**config.mk**
```make
export PLATFORM = sky130hd
export DESIGN_NAME = netc_irq_unit
export DESIGN_NICKNAME = d
export VERILOG_FILES = /design/src/rtl/netc_irq_pkg.sv /design/src/rtl/netc_rst_sync.sv /design/src/rtl/netc_phy_link_irq.sv /design/src/rtl/netc_dma_done.sv /design/src/rtl/netc_irq_regs.sv /design/src/rtl/netc_irq_unit.sv
export SDC_FILE = /design/constraint.sdc
export NUM_CORES = 1
export LEC_CHECK = 0
export ABC_AREA = 1
export BUFFER_PORTS_ARGS = -buffer_cell sky130_fd_sc_hd__buf_2
export CORE_MARGIN = 3
export CORE_UTILIZATION = 45
export CTS_BUF_LIST = sky130_fd_sc_hd__clkbuf_4
export DETAILED_ROUTE_END_ITERATION = 6
export GPL_TIMING_DRIVEN = 0
export HOLD_SLACK_MARGIN = 0.02
export PLACE_DENSITY = 0.73
export SETUP_SLACK_MARGIN = 0.5
export SYNTH_ARGS = -nofsm -noshare
export SYNTH_HDL_FRONTEND = slang
export SYNTH_SLANG_ARGS = --single-unit
export TNS_END_PERCENT = 30
```
**constraint.sdc**
```tcl
create_clock -name clk -period 0.98 [get_ports clk]
set_input_delay 0.196 -clock clk [delete_from_list [all_inputs] [get_ports clk]]
set_output_delay 0.196 -clock clk [all_outputs]
set_load 0.005 [all_outputs]
```
**src/rtl/netc_irq_pkg.sv**
```systemverilog
package netc_irq_pkg;
  localparam int DW      = 8;
  localparam int NUM_SRC = 3;
  localparam int BIT_PKT = 0;
  localparam int BIT_DMA = 1;
  localparam int BIT_LINK = 2;
  localparam int BIT_GIE = 7;
  localparam int BIT_PHY_LNK = 0;
  localparam int BIT_PHY_GLB = 1;

  typedef enum logic [1:0] {
    REG_FLAGS    = 2'd0,
    REG_ENABLE   = 2'd1,
    REG_PHY_EN   = 2'd2,
    REG_PHY_STAT = 2'd3
  } reg_sel_e;
endpackage

```
**src/rtl/netc_rst_sync.sv**
```systemverilog
module netc_rst_sync #(
  parameter int STAGES = 2
) (
  input  logic clk,
  input  logic rst_n_in,
  output logic rst_n_out
);
  logic [STAGES-1:0] sync_q;
  logic [STAGES-1:0] sync_d;

  always_comb begin
    sync_d = {sync_q[STAGES-2:0], 1'b1};
  end

  always_ff @(posedge clk or negedge rst_n_in) begin
    if (!rst_n_in) sync_q <= '0;
    else           sync_q <= sync_d;
  end

  assign rst_n_out = sync_q[STAGES-1];
endmodule

```
**src/rtl/netc_phy_link_irq.sv**
```systemverilog
module netc_phy_link_irq (
  input  logic clk,
  input  logic rst_n,
  input  logic link_chg_i,
  input  logic phy_rd_i,
  input  logic en_link_i,
  input  logic en_glob_i,
  output logic plnk_o,
  output logic pgif_o
);
  logic plnk_q, plnk_d;
  logic pgif_q, pgif_d;

  // the set term wins over the clearing read
  always_comb begin
    plnk_d = link_chg_i | (plnk_q & ~phy_rd_i);
    pgif_d = plnk_d & en_link_i & en_glob_i;
  end

  always_ff @(posedge clk or negedge rst_n) begin
    if (!rst_n) begin
      plnk_q <= 1'b0;
      pgif_q <= 1'b0;
    end else begin
      plnk_q <= plnk_d;
      pgif_q <= pgif_d;
    end
  end

  assign plnk_o = plnk_q;
  assign pgif_o = pgif_q;
endmodule

```
**src/rtl/netc_dma_done.sv**
```systemverilog
module netc_dma_done (
  input  logic clk,
  input  logic rst_n,
  input  logic busy_i,
  input  logic clr_i,
  output logic flag_o,
  output logic prev_o
);
  logic prev_q, prev_d;
  logic flag_q, flag_d;
  logic fall;

  always_comb begin
    fall   = prev_q & ~busy_i;
    prev_d = busy_i;
    flag_d = fall | (flag_q & ~clr_i);
  end

  always_ff @(posedge clk or negedge rst_n) begin
    if (!rst_n) begin
      prev_q <= 1'b0;
      flag_q <= 1'b0;
    end else begin
      prev_q <= prev_d;
      flag_q <= flag_d;
    end
  end

  assign flag_o = flag_q;
  assign prev_o = prev_q;
endmodule

```
**src/rtl/netc_irq_regs.sv**
```systemverilog
module netc_irq_regs
  import netc_irq_pkg::*;
(
  input  logic               clk,
  input  logic               rst_n,
  input  logic               host_wr,
  input  logic [1:0]         host_addr,
  input  logic [DW-1:0]      host_wdata,
  input  logic [NUM_SRC-1:0] flags_i,
  input  logic               plnk_i,
  input  logic               pgif_i,
  output logic [DW-1:0]      host_rdata,
  output logic [NUM_SRC-1:0] src_en_o,
  output logic               gie_o,
  output logic               phy_en_link_o,
  output logic               phy_en_glob_o,
  output logic               dma_clr_o,
  output logic               irq_n_o
);
  logic [DW-1:0] en_q, en_d;
  logic [DW-1:0] phy_q, phy_d;
  logic          irq_n_q, irq_n_d;
  logic          wr_en, wr_phy;

  always_comb begin
    wr_en     = host_wr && (host_addr == REG_ENABLE);
    wr_phy    = host_wr && (host_addr == REG_PHY_EN);
    dma_clr_o = host_wr && (host_addr == REG_FLAGS) && host_wdata[BIT_DMA];
    en_d      = wr_en  ? host_wdata : en_q;
    phy_d     = wr_phy ? host_wdata : phy_q;
    irq_n_d   = ~((|(flags_i & en_q[NUM_SRC-1:0])) & en_q[BIT_GIE]);
  end

  always_ff @(posedge clk or negedge rst_n) begin
    if (!rst_n) begin
      en_q    <= '0;
      phy_q   <= '0;
      irq_n_q <= 1'b1;
    end else begin
      en_q    <= en_d;
      phy_q   <= phy_d;
      irq_n_q <= irq_n_d;
    end
  end

  always_comb begin
    host_rdata = '0;
    case (host_addr)
      REG_FLAGS:    host_rdata[NUM_SRC-1:0] = flags_i;
      REG_ENABLE:   host_rdata = en_q;
      REG_PHY_EN:   host_rdata = phy_q;
      default: begin
        host_rdata[BIT_PHY_LNK] = plnk_i;
        host_rdata[BIT_PHY_GLB] = pgif_i;
      end
    endcase
  end

  assign src_en_o      = en_q[NUM_SRC-1:0];
  assign gie_o         = en_q[BIT_GIE];
  assign phy_en_link_o = phy_q[BIT_PHY_LNK];
  assign phy_en_glob_o = phy_q[BIT_PHY_GLB];
  assign irq_n_o       = irq_n_q;
endmodule

```
**src/rtl/netc_irq_unit.sv**
```systemverilog
module netc_irq_unit
  import netc_irq_pkg::*;
#(
  parameter int PKT_CNT_W   = 8,
  parameter int SYNC_STAGES = 2
) (
  input  logic                 clk,
  input  logic                 rst_n,
  input  logic                 host_wr,
  input  logic [1:0]           host_addr,
  input  logic [DW-1:0]        host_wdata,
  output logic [DW-1:0]        host_rdata,
  input  logic                 phy_irq_rd,
  input  logic                 link_chg,
  input  logic                 dma_busy,
  input  logic [PKT_CNT_W-1:0] pkt_count,
  output logic                 irq_n
);
  logic               rst_n_sync;
  logic               plnk, pgif;
  logic               dma_flag, dma_prev, dma_clr;
  logic               pkt_q, pkt_d;
  logic [NUM_SRC-1:0] flags;
  logic [NUM_SRC-1:0] src_en;
  logic               gie, phy_en_link, phy_en_glob;

  netc_rst_sync #(.STAGES(SYNC_STAGES)) u_rst (
    .clk(clk), .rst_n_in(rst_n), .rst_n_out(rst_n_sync)
  );

  netc_phy_link_irq u_phy (
    .clk(clk), .rst_n(rst_n_sync), .link_chg_i(link_chg), .phy_rd_i(phy_irq_rd),
    .en_link_i(phy_en_link), .en_glob_i(phy_en_glob), .plnk_o(plnk), .pgif_o(pgif)
  );

  netc_dma_done u_dma (
    .clk(clk), .rst_n(rst_n_sync), .busy_i(dma_busy), .clr_i(dma_clr),
    .flag_o(dma_flag), .prev_o(dma_prev)
  );

  always_comb begin
    pkt_d = |pkt_count;
  end

  always_ff @(posedge clk or negedge rst_n_sync) begin
    if (!rst_n_sync) pkt_q <= 1'b0;
    else             pkt_q <= pkt_d;
  end

  always_comb begin
    flags           = '0;
    flags[BIT_PKT]  = pkt_q;
    flags[BIT_DMA]  = dma_flag;
    flags[BIT_LINK] = pgif;
  end

  netc_irq_regs u_regs (
    .clk(clk), .rst_n(rst_n_sync), .host_wr(host_wr), .host_addr(host_addr),
    .host_wdata(host_wdata), .flags_i(flags), .plnk_i(plnk), .pgif_i(pgif),
    .host_rdata(host_rdata), .src_en_o(src_en), .gie_o(gie),
    .phy_en_link_o(phy_en_link), .phy_en_glob_o(phy_en_glob),
    .dma_clr_o(dma_clr), .irq_n_o(irq_n)
  );
endmodule

```
# Yosys cells after proc, flatten, opt, wreduce, memory -nomap -nowiden
# Cells that the tools add are included.
[word_totals]
register_bits = 24
output_inout_bits = 9
[op_classes]
n_eq_ne = 2
n_mux = 3
bitwise_logic = 13
n_reduce_logical = 7
[op_table]
columns = ["cell", "n"]
rows = [
  ["one-hot mux 5 bit (2 select lines)", 1],
  ["OR reduction 8 bit", 1],
  ["bitwise AND 1 bit", 6],
  ["one-hot mux 2 bit (3 select lines)", 1],
  ["logical AND 1 bit", 4],
  ["NOT 1 bit", 4],
  ["bitwise AND 3 bit", 1],
  ["one-hot mux 1 bit (3 select lines)", 1],
  ["OR reduction 3 bit", 1],
  ["equality test 2 x 1 -> 1 bit, second input constant", 1],
  ["equality test 2 bit, second input constant", 1],
  ["zero test 2 bit", 1],
  ["bitwise OR 1 bit", 2],
]

# Depth between registers and ports, before layout
[logic_depth]
ltp_word = 6
depth_mapped = 7

# Cells and area by module
# From an unflattened synthesis, not the netlist that was laid out.
[unflattened]
cells_unflattened = 152
hier_area_um2 = 1253.7
[by_module_without_submodules]
columns = ["module", "instances", "cells_each", "area_each_um2", "seq_area_each_um2"]
rows = [
  ["netc_irq_regs", 1, 118, 969.7, 426.7],
  ["netc_irq_unit", 1, 16, 81.3, 25.0],
  ["netc_phy_link_irq", 1, 8, 80.1, 50.0],
  ["netc_dma_done", 1, 7, 68.8, 50.0],
  ["netc_rst_sync", 1, 3, 53.8, 50.0],
]

# Worst setup path after synthesis
# No wires, ideal clock.
[synth_path]
kind = "input to register"
startpoint = "input host_addr[1]"
endpoint = "register u_regs.en_q[5]"
arrival_ps = 906
required_time_ps = 906
slack_ps = 0
path_stages = 7
path_cell_list = "inv_1 > ha_1 > buf_6 > nand2_2 > buf_6 > nand2_1 > o21ai_2"
[synth_between]
elab_chain_cells = 2
[synth_rtl]
columns = ["element", "line", "rtl"]
rows = [
  ["from (decl)", "netc_irq_unit.sv:10", "input logic [1:0] host_addr,"],
  ["equality test 2 x 1 -> 1 bit", "netc_irq_regs.sv:26", "wr_en = host_wr && (host_addr == REG_ENABLE);"],
  ["logical AND 1 bit", "netc_irq_regs.sv:26", ""],
  ["to (signal assigned)", "netc_irq_regs.sv:40", "en_q <= en_d;"],
  ["to (decl)", "netc_irq_regs.sv:20", "logic [DW-1:0] en_q, en_d;"],
]
# Every way passes these cells.
# A chain may end at the register's enable or synchronous reset.

# Worst setup path in the final report
[layout_path]
startpoint = "register pkt_q"
endpoint = "output host_rdata[0]"
[layout_between]
elab_chain_cells = 1
[layout_rtl]
columns = ["element", "line", "rtl"]
rows = [
  ["from (decl)", "netc_irq_unit.sv:22", "logic pkt_q, pkt_d;"],
  ["from (signal assigned)", "netc_irq_unit.sv:47", "else pkt_q <= pkt_d;"],
  ["one-hot mux 2 bit (3 select lines)", "netc_irq_regs.sv:48", "case (host_addr)"],
  ["to (decl)", "netc_irq_unit.sv:12", "output logic [DW-1:0] host_rdata,"],
]
# Every way passes these cells.

==> impl_metrics.yaml <==
clock_network:
  cts_buffers: 3
  cts-root-buf: "clkbuf_4"
  clkTransAtPathRegs_ns: 0.12
  cts_tree: "built"
  clock-sinks: 24
  clkLatencyLatePin_ns: 0.32
  cts.htree.levels: 1
  cts-hold-fix-buffers: 1
  cts_buffer_depth: 2
cells_and_area:
  num-fill-cells: 162
  multiInputGateArea_um2: 589.3
  drive_gt1_frac: 0.5263
  diodes: 0
  register_area_um2: 605.6
  area_growth_pct: 49.89
  final_nets: 219
  final_util: 0.7546
outcome:
  status: "finished, violations left"
  violations: "negative hold slack, negative setup slack"
sta:
  final-hold-violation-count: 1
  min_period_ns: 1.299
  fin_hold_ws_ns: -0.002274
  fin_ws_ns: -0.3189
  fin_skew_ns: 0.007964
  drv_slew: 0
  max_freq_ghz: 0.7699
  rsz0062_at_grt: "true"
  min_period_over_period: 1.325
  setup_viol: 9
critical_path:
  cp_slowest_cell: "dfrtp_1"
  crit_path_end_kind: "output pin"
  worst-setup-path-type: "flip-flop to output pin"
  cpLargestDelayFamily: "flip-flops"
  path_cells: "nand2_1, nand2_1, nor2_1, nor2_1, buf_2"
  cp_max_fo: 2
  worstPathRequired_ns: 0.78
  max_stage_delay_ns: 0.41
  start_kind: "flip-flop"
  critical_path_arrival_ns: 1.10
  critPathBufInv: 1
logic_synthesis:
  synth_nets: 163
  synthFlopType: "dfrtp_1"
  yosys.area.top_type_share: 0.4842
  async_reset_ff_frac: 1.000
  synth_area_mm2: 0.001189
  yosys_warnings: 0
  synth.most_common_cell: "nand2_1"
  synth_cell_types: 15
  avgSynthCellArea_um2: 8.805
  syn_inst: 135
  yosys.area.top_type: "dfrtp_1"
  synth-seq-cells: 24
  synthTopCellsByArea: "dfrtp_1, nand2_1, o21ai_2, inv_1, ha_1"
  yosysSeqAreaShare: 0.5063
  synth-edff-count: 0
  synth_common_cells: "nand2_1, dfrtp_1, inv_1, o21ai_2, nor2_1"
placed_design:
  place_ws_ns: -0.3082
  dp_hpwl_mm: 1.765
  port_buffers: 32
  gp_congestion: 0.7435
grt:
  grt_util_all_layers: 0.1803
  grt_overflow: 0
  grt_pass1_vias: 1080
  grt_max_degree: 23
  antenna_found_initial: 0
  grt_pass1_wl_mm: 4.692
die:
  ios: 33
  dieArea_mm2: 0.003294
  dieWidth_um: 57.40
  initial_core_util: 0.5034
  coreArea_mm2: 0.002361
  die_h_um: 57.40
  rows: 17
routing:
  via_count: 1022
  totalWireLength_mm: 2.734
  via_per_inst: 4.688
  firstDrtPassIters: 4
  dr.first_iter.drc_count: 20
  drc_errors: 0
  antenna_left: 0
  wl_per_cell_um: 12.54
power_and_ir_drop:
  cellLeakagePower_nw: 0.9103
  p_per_area_mw_per_mm2: 1345
  max-vdd-ir-drop_mv: 0.9923
hold_path:
  min_path_type: "input port to flip-flop"
run:
  max_cap_viol_count: 0
==> area by class of cell <==
cell class | instances | area share
Multi-Input combinational cell | 91 | 0.3308
Clock buffer | 3 | 0.01264
Tap cell | 28 | 0.01966
Sequential cell | 24 | 0.3399
Timing Repair Buffer | 51 | 0.2051
Inverter | 16 | 0.04775
Buffer | 4 | 0.04213
Clock inverter | 1 | 0.002107
==> metal layers <==
metal,track usage,share of wire
met1,0.2091,0.43
met4,0.05960,0.012
met3,0.02262,0.035
met5,0,0
met2,0.3371,0.53
==> path summary, 6_finish.rpt <==
path | start | end | slack [ns] | cells past startpoint
setup / recovery | pkt_q | host_rdata[0] | -0.32 | 5
hold / removal | dma_busy | u_dma.prev_o | -0.002 | 1
setup reg to reg | u_regs.en_q[0] | u_regs.irq_n_o | 0.08 | 5
hold reg to reg | u_rst.sync_q[1] | u_regs.phy_q[1] | 0.22 | 0
max in group asynchronous | u_rst.sync_q[1] | u_regs.irq_n_o | 0.48 | 0
min in group asynchronous | rst_n | u_rst.sync_q[1] | 0.19 | 2
==> cell usage in the layout (no fill, tap or decap) <==
cell | netlist | final
nand4_1 | 1 | 1
nor2_1 | 11 | 11
nand2_2 | 1 | 13
a21oi_2 | 0 | 2
nand3_2 | 0 | 1
buf_2 | 0 | 30
ha_1 | 4 | 2
nand3_1 | 3 | 2
o21ai_1 | 0 | 1
buf_8 | 0 | 1
inv_2 | 0 | 1
buf_12 | 0 | 5
inv_12 | 0 | 2
inv_1 | 16 | 13
ha_4 | 0 | 2
clkinv_1 | 0 | 1
buf_6 | 4 | 8
dlygate4sd3_1 | 0 | 1
dfrtp_1 | 23 | 22
nand2_8 | 0 | 2
nand2_4 | 1 | 2
nand2_1 | 46 | 31
dfrtp_4 | 0 | 1
buf_4 | 0 | 10
o21ai_2 | 16 | 16
clkbuf_4 | 0 | 3
conb_1 | 1 | 1
a21oi_1 | 6 | 4
dfstp_2 | 1 | 1
==> power by group <==
group | internal [mW] | switching (mW) | total [mW]
registers | 1.12 | 0.0894 | 1.21
logic | 0.417 | 0.326 | 0.743
clock network | 0.149 | 0.292 | 0.441
total | 1.69 | 0.707 | 2.40
==> metrics by stage <==
stage | total power [mW] | cells | setup TNS [ns] | cell area, µm²
floorplan | 1.507 | 135 | 0 | 1256
global placement | 1.651 | 195 | -5.220 | 1451
detailed placement | 1.672 | 195 | -5.659 | 1451
CTS | 2.255 | 211 | -2.092 | 1643
global route | 2.544 | 218 | -2.700 | 1782
finish | 2.396 | 218 | -2.066 | 1782
==> cell families (layout without fill, tap and decap cells) <==
| group | after synthesis | in the layout | synth area share |
|---|---|---|---|
| compound gates | 23 | 23 | 0.1474 |
| fa+ha+maj | 4 | 4 | 0.04211 |
| buf+inv | 20 | 75 | 0.08842 |
| flops | 24 | 24 | 0.5063 |
| other cells | 1 | 1 | 0.003155 |
| simple gates | 63 | 63 | 0.2126 |
==> sequential cells by signal (all words and copies together), names as in the netlist <==
name,count
pkt_q,1
u_dma.flag_o,1
u_dma.prev_o,1
u_phy.pgif_o,1
u_phy.plnk_o,1
u_regs.en_q,8
u_regs.irq_n_o,1
u_regs.phy_q,8
u_rst.sync_q,2
==> timing repair <==
action,in CTS,in global routing
gates resized for setup,23,22
pin swaps,13,19
gates cloned,0,0
setup endpoints to repair,51,52
hold endpoints to repair,3,1
setup buffers,11,7
No activity file was read; power rests on OpenSTA's default activity.
